<file path="src/rtl/dds_sweep_pkg.sv">
package dds_sweep_pkg;
    // log2 of the rate-word time unit, in clock cycles
    localparam int unsigned RATE_UNIT_LOG2 = 3;
    // left shift applied to the delta word relative to the base word LSB
    localparam int unsigned DELTA_SHIFT = 1;
endpackage

</file>
<file path="src/rtl/sweep_rate_timer.sv">
module sweep_rate_timer
    import dds_sweep_pkg::*;
#(
    parameter int unsigned RATE_W = 16
) (
    input  logic              clk,
    input  logic              rst_n,
    input  logic              load_i,
    input  logic [RATE_W-1:0] rate_i,
    output logic              step_o,
    output logic [RATE_W-1:0] rate_o
);
    localparam int unsigned CNT_W = RATE_W + RATE_UNIT_LOG2;

    typedef struct packed {
        logic [RATE_W-1:0] rate;
        logic [CNT_W-1:0]  cnt;
    } timer_state_t;

    timer_state_t r_d, r_q;
    logic         fire;

    function automatic logic [CNT_W-1:0] reload_value(input logic [RATE_W-1:0] r);
        return {r, {RATE_UNIT_LOG2{1'b0}}} - CNT_W'(1);
    endfunction

    always_comb begin
        r_d  = r_q;
        fire = (r_q.rate != '0) && (r_q.cnt == '0) && !load_i;
        if (load_i) begin
            r_d.rate = rate_i;
            r_d.cnt  = (rate_i == '0) ? '0 : reload_value(rate_i);
        end else if (fire) begin
            r_d.cnt = reload_value(r_q.rate);
        end else if (r_q.rate != '0) begin
            r_d.cnt = r_q.cnt - CNT_W'(1);
        end
    end

    always_ff @(posedge clk or negedge rst_n) begin
        if (!rst_n) begin
            r_q <= '0;
        end else begin
            r_q <= r_d;
        end
    end

    assign step_o = fire;
    assign rate_o = r_q.rate;
endmodule

</file>
<file path="src/rtl/sweep_accum.sv">
module sweep_accum
    import dds_sweep_pkg::*;
#(
    parameter int unsigned ACC_W   = 32,
    parameter int unsigned DELTA_W = 16
) (
    input  logic               clk,
    input  logic               rst_n,
    input  logic               load_i,
    input  logic [DELTA_W-1:0] delta_i,
    input  logic               clr_i,
    input  logic               step_i,
    output logic [ACC_W-1:0]   acc_o,
    output logic               clr_o,
    output logic [DELTA_W-1:0] delta_o
);
    localparam int unsigned EXT_W = ACC_W - DELTA_W;

    typedef struct packed {
        logic [DELTA_W-1:0] delta;
        logic               clr;
        logic [ACC_W-1:0]   acc;
    } accum_state_t;

    accum_state_t     r_d, r_q;
    logic [ACC_W-1:0] incr;

    always_comb begin
        r_d  = r_q;
        incr = {{EXT_W{r_q.delta[DELTA_W-1]}}, r_q.delta} << DELTA_SHIFT;
        if (load_i) begin
            r_d.delta = delta_i;
            r_d.clr   = clr_i;
            if (clr_i) begin
                r_d.acc = '0;
            end
        end else if (r_q.clr) begin
            r_d.acc = '0;
        end else if (step_i) begin
            r_d.acc = r_q.acc + incr;
        end
    end

    always_ff @(posedge clk or negedge rst_n) begin
        if (!rst_n) begin
            r_q <= '0;
        end else begin
            r_q <= r_d;
        end
    end

    assign acc_o   = r_q.acc;
    assign clr_o   = r_q.clr;
    assign delta_o = r_q.delta;
endmodule

</file>
<file path="src/rtl/dds_sweep_engine.sv">
module dds_sweep_engine #(
    parameter int unsigned FTW_W   = 32,
    parameter int unsigned DELTA_W = 16,
    parameter int unsigned RATE_W  = 16
) (
    input  logic               clk,
    input  logic               rst_n,
    input  logic               load_i,
    input  logic [FTW_W-1:0]   base_ftw_i,
    input  logic [DELTA_W-1:0] delta_i,
    input  logic [RATE_W-1:0]  rate_i,
    input  logic               autoclr_i,
    output logic [FTW_W-1:0]   ftw_o,
    output logic               step_o
);
    typedef struct packed {
        logic [FTW_W-1:0] base;
        logic             step;
    } top_state_t;

    top_state_t         r_d, r_q;
    logic               step_w;
    logic [RATE_W-1:0]  rate_w;
    logic [FTW_W-1:0]   acc_w;
    logic               clr_w;
    logic [DELTA_W-1:0] delta_w;
    logic [FTW_W-1:0]   base_w;

    sweep_rate_timer #(
        .RATE_W (RATE_W)
    ) u_timer (
        .clk    (clk),
        .rst_n  (rst_n),
        .load_i (load_i),
        .rate_i (rate_i),
        .step_o (step_w),
        .rate_o (rate_w)
    );

    sweep_accum #(
        .ACC_W   (FTW_W),
        .DELTA_W (DELTA_W)
    ) u_accum (
        .clk     (clk),
        .rst_n   (rst_n),
        .load_i  (load_i),
        .delta_i (delta_i),
        .clr_i   (autoclr_i),
        .step_i  (step_w),
        .acc_o   (acc_w),
        .clr_o   (clr_w),
        .delta_o (delta_w)
    );

    always_comb begin
        r_d      = r_q;
        r_d.step = step_w;
        if (load_i) begin
            r_d.base = base_ftw_i;
        end
    end

    always_ff @(posedge clk or negedge rst_n) begin
        if (!rst_n) begin
            r_q <= '0;
        end else begin
            r_q <= r_d;
        end
    end

    assign base_w = r_q.base;
    assign ftw_o  = r_q.base + acc_w;
    assign step_o = r_q.step;
endmodule

</file>
<file path="config.mk">
export PLATFORM = sky130hd
export DESIGN_NAME = dds_sweep_engine
export DESIGN_NICKNAME = d
export VERILOG_FILES = /design/src/rtl/dds_sweep_pkg.sv /design/src/rtl/sweep_rate_timer.sv /design/src/rtl/sweep_accum.sv /design/src/rtl/dds_sweep_engine.sv
export SDC_FILE = /design/constraint.sdc
export NUM_CORES = 1
export LEC_CHECK = 0
export BUFFER_PORTS_ARGS = -buffer_cell sky130_fd_sc_hd__buf_2
export CAP_MARGIN = 20
export CORE_MARGIN = 2
export CORE_UTILIZATION = 55
export DETAILED_ROUTE_END_ITERATION = 8
export GPL_ROUTABILITY_DRIVEN = 0
export PLACE_DENSITY = 0.76
export SLEW_MARGIN = 5
export SYNTH_ARGS = -nofsm -noshare
export SYNTH_HDL_FRONTEND = slang
export SYNTH_HIERARCHICAL = 1
export SYNTH_SLANG_ARGS = --single-unit
</file>
<file path="constraint.sdc">
create_clock -name clk -period 7.7 [get_ports clk]
set_input_delay 0.385 -clock clk [delete_from_list [all_inputs] [get_ports clk]]
set_output_delay 0.385 -clock clk [all_outputs]
set_load 0.02 [all_outputs]
</file>
**After elaboration in Yosys (flattened, before gate mapping)**

Index checks and enable logic that the tools add are counted.

- Flip-flop bits (word level): 117
- Input port bits: 68
- Output and inout port bits: 33
- Logic and storage cells: 30

- $add $sub $neg: 5
- Equal/unequal tests: 1
- Multiplexer cells: 8
- Reduce and logical (&&, ||, !) cells: 9

Operators with widths:

| operator | count |
|---|---|
| $mux 32 | 4 |
| $mux 19 | 4 |
| $add 32x32->32 | 2 |
| $sub 19x1->19 const B | 3 |
| $logic_not 19->1 | 1 |
| $logic_not 16->1 | 1 |
| $reduce_bool 16->1 | 1 |
| $reduce_bool 3->1 | 2 |
| $logic_and 1x1->1 | 2 |
| $ne 2x1->1 const B | 1 |
| $reduce_and 2->1 | 1 |
| $logic_not 1->1 | 1 |

**Logic depth before layout (Yosys ltp)**

- Depth in word-level cells: 6
- Gate-level depth with buffers: 13
- Gate-level depth less buffers: 13

**Modules after synthesis**

The synthesis kept the hierarchy.

Modules (own cells, without submodules):

| module | instances | cells each | area an instance (sq um) | sequential area each (sq um) |
|---|---|---|---|---|
| sweep_accum | 1 | 321 | 3,121.7 | 1,201.2 |
| dds_sweep_engine | 1 | 310 | 2,945.3 | 825.8 |
| sweep_rate_timer | 1 | 296 | 2,670.1 | 875.8 |

**Worst setup path after synthesis**

OpenSTA, ideal clock, no wires.

- Path type: flip-flop to flip-flop
- Start point: register u_accum.r_q (netlist bit u_accum/acc_o[1])
- End point: register u_accum.r_q (netlist bit u_accum/acc_o[27])
- Library setup time: 130 ps
- Arrival: 2,943 ps
- Required time: 7,570 ps
- Setup slack: 4,627 ps
- Cell stages (with the launch flop): 14
- Buffers on the path: 0
- Period minus slack after synthesis: 3,073 ps
- Path through: dfrtp_1 -> ha_1 -> fa_1 -> a211oi_1 -> o21bai_1 -> a221oi_2 -> o21bai_2 -> a211o_1 -> a31o_4 -> a21oi_2 -> o21ai_1 -> a21oi_2 -> xor2_1 -> o21ai_1

- Longest elaborated chain between the ends: 4

Ends and longest elaborated chain:

| item | RTL line | RTL |
|---|---|---|
| start: declaration | sweep_accum.sv:25 | `accum_state_t r_d, r_q;` |
| start signal: assignment | sweep_accum.sv:48 | `r_q <= r_d;` |
| $add 32x32->32 | sweep_accum.sv:40 | `r_d.acc = r_q.acc + incr;` |
| $mux 32 | sweep_accum.sv:39 | `end else if (step_i) begin` |
| $mux 32 | sweep_accum.sv:37 | `end else if (r_q.clr) begin` |
| $mux 32 | sweep_accum.sv:31 | `if (load_i) begin` |

No other way between the ends. The select of a mux whose other input is x is not followed.
A chain may end at the register's enable or synchronous reset.

**Final worst setup path**

- Start point: register u_accum.r_q (netlist bit u_accum/acc_o[7])
- End point: output ftw_o[26]

- Longest elaborated chain between the ends: 1

Ends and longest elaborated chain:

| item | RTL line | RTL |
|---|---|---|
| $add 32x32->32 | dds_sweep_engine.sv:72 | `assign ftw_o = r_q.base + acc_w;` |
| end: declaration | dds_sweep_engine.sv:13 | `output logic [FTW_W-1:0] ftw_o,` |

No other way between the ends.

==> metrics.cfg <==
[status]
status=completed

[setup_path]
path_buf_inv=1
cp_num_cells=9
path_cells=ha_1 -> a21oi_1 -> o32ai_1 -> a21oi_1 -> o221ai_1 -> a311oi_1 -> o21bai_1 -> xor2_1 -> buf_2
crit_slowest_cell=o221ai_1
r2r_start=u_timer/r_q[9]
cpPeakStageDelay_ps=520
arrival_ps=3170
crit_path_start_kind=flop
end_kind=primary output
cp.required_ps=7320
cpMostUsedCell=a21oi_1
cpLargestDelayFamily=compound AO/OA/AOI/OAI gates
path_max_fanout=7
setup.worst_path.class=flop to primary output
crit_start=u_accum/acc_o[7]
reg2reg_depth=6

[clock_network]
post_cts_resized=0
post_cts_buffers=0
cts-root-buf=clkbuf_16
cts_tree=built
htreeDepth=4
clkLatencyLatePin_ps=410
clock_path_buffers=2
clk_pin_slew_ps=50
cts_sinks=116
cts_buffers=17
holdBufCountCts=0

[sta]
whs_ps=95.2
worstMarginPinSlew_ps=916
finClkSkew_ps=10.4
finalCritPeriodShare_pct=46.2
finalHoldViolations=0
drv_slew=0
fin_crit_ps=3560
tns_ps=0
slew_headroom_pct=38.9
max_freq_mhz=281
setup_viol=0
rsz0062_at_grt=false

[route]
routedWlPerCell_um=17.1
ant_nets=0
wl_um=20900
drc=0
num_vias=7377
drtPass1Iterations=4
viasPerCell=6.03
drtIter0Drc=567

[global_routing]
grt_pass1_vias=7129
grt_use_total_pct=25.7
grt_max_degree=71
grt_pass1_wl_um=34300
grt-ovfl-total=0
grt_antenna_before_repair=0

[die]
die_width_um=129
ios=101
die-height_um=129
floorplan.core_area_um2=15300
dieArea_um2=16700
start_util_pct=56.5
rows=45

[synth]
synth_cells=911
ys_warn_count=6
synth_nets=1046
avgSynthCellArea_um2=9.46
synth_area_um2=8620

[pwr]
power_leakage_nw=4.59
power.total_mw=1.87
ir_drop_v=0.000159
cellPowerDensity_nw_per_um2=189

[final_layout]
nets=1136
drive_gt1_share_pct=22.2
area_growth_pct=14.6
nFillCells=1261
ff_latch_area_um2=2900
layout.cells.most_common=dfrtp_1
layout_common_cells=dfrtp_1, buf_2, nand2_1
multi_input_area_um2=5480
antennaDiodeCount=0
finalNonFillerCells=1224

[placed_design]
hpwlAfterDp_um=15400
dp_cells=1193
numPortBuffers=100

[hold_path]
hold_path_class=primary input to asynchronous set/reset pin

[flow_run]
cap_violations=0

[stage by stage]
step,utilization (%),cell area [um2],worst slack [ps]
CTS,64.7,9880,4210
global placement,60.7,9260,4380
finish,64.7,9880,4140
detailed placement,60.7,9260,4310
floorplan,-,8620,4630
global route,64.7,9880,3890
[worst register-to-register path, stage by stage, from the launching register on]
cell     delay [ps]
dfrtp_1         400
nor4_1          740
and4b_1         350
and4_1          260
nor3b_1         690
inv_1           610
o21ai_0         360
[power breakdown]
group	switching [mW]	internal, mW	leakage (nW)
Sequential	0.0457	0.655	1.43
Clock	0.272	0.554	0.299
Combinational	0.195	0.144	2.86
[final cells by class]
cell class              count  share of cell area (%)
clock buffers              21                    4.66
clock inverters            10                    1.57
flip-flops and latches    116                    29.4
inverters                  22                   0.836
repair buffers            103                    5.35
well taps                 211                    2.67
multi-input cells         741                    55.5
[metal layers]
| layer | track usage (%) | vias up | share of wire (%) |
|---|---|---|---|
| li1 | - | 3572 | - |
| met1 | 33.6 | 3475 | 45 |
| met2 | 41.9 | 279 | 46 |
| met3 | 5.24 | 51 | 5.6 |
| met4 | 10.6 | 0 | 3.2 |
| met5 | 0 | - | 0 |
[state kept, by name (all words and copies together) (netlist names)]
register	cells
step_o	1
base_w	32
u_timer/rate_o	16
u_accum/clr_o	1
u_accum/delta_o	16
u_timer/r_q	19
u_accum/acc_o	31
[worst paths after layout]
check                                       to  slack (ps)
max in group asynchronous           base_w[22]        6470
min in group clk                    base_w[28]         200
max                                  ftw_o[26]        4140
min reg2reg                u_accum/delta_o[14]         510
min                          u_timer/rate_o[4]         100
max reg2reg                  u_accum/acc_o[10]        4180
No activity file was read; power rests on OpenSTA's default activity.
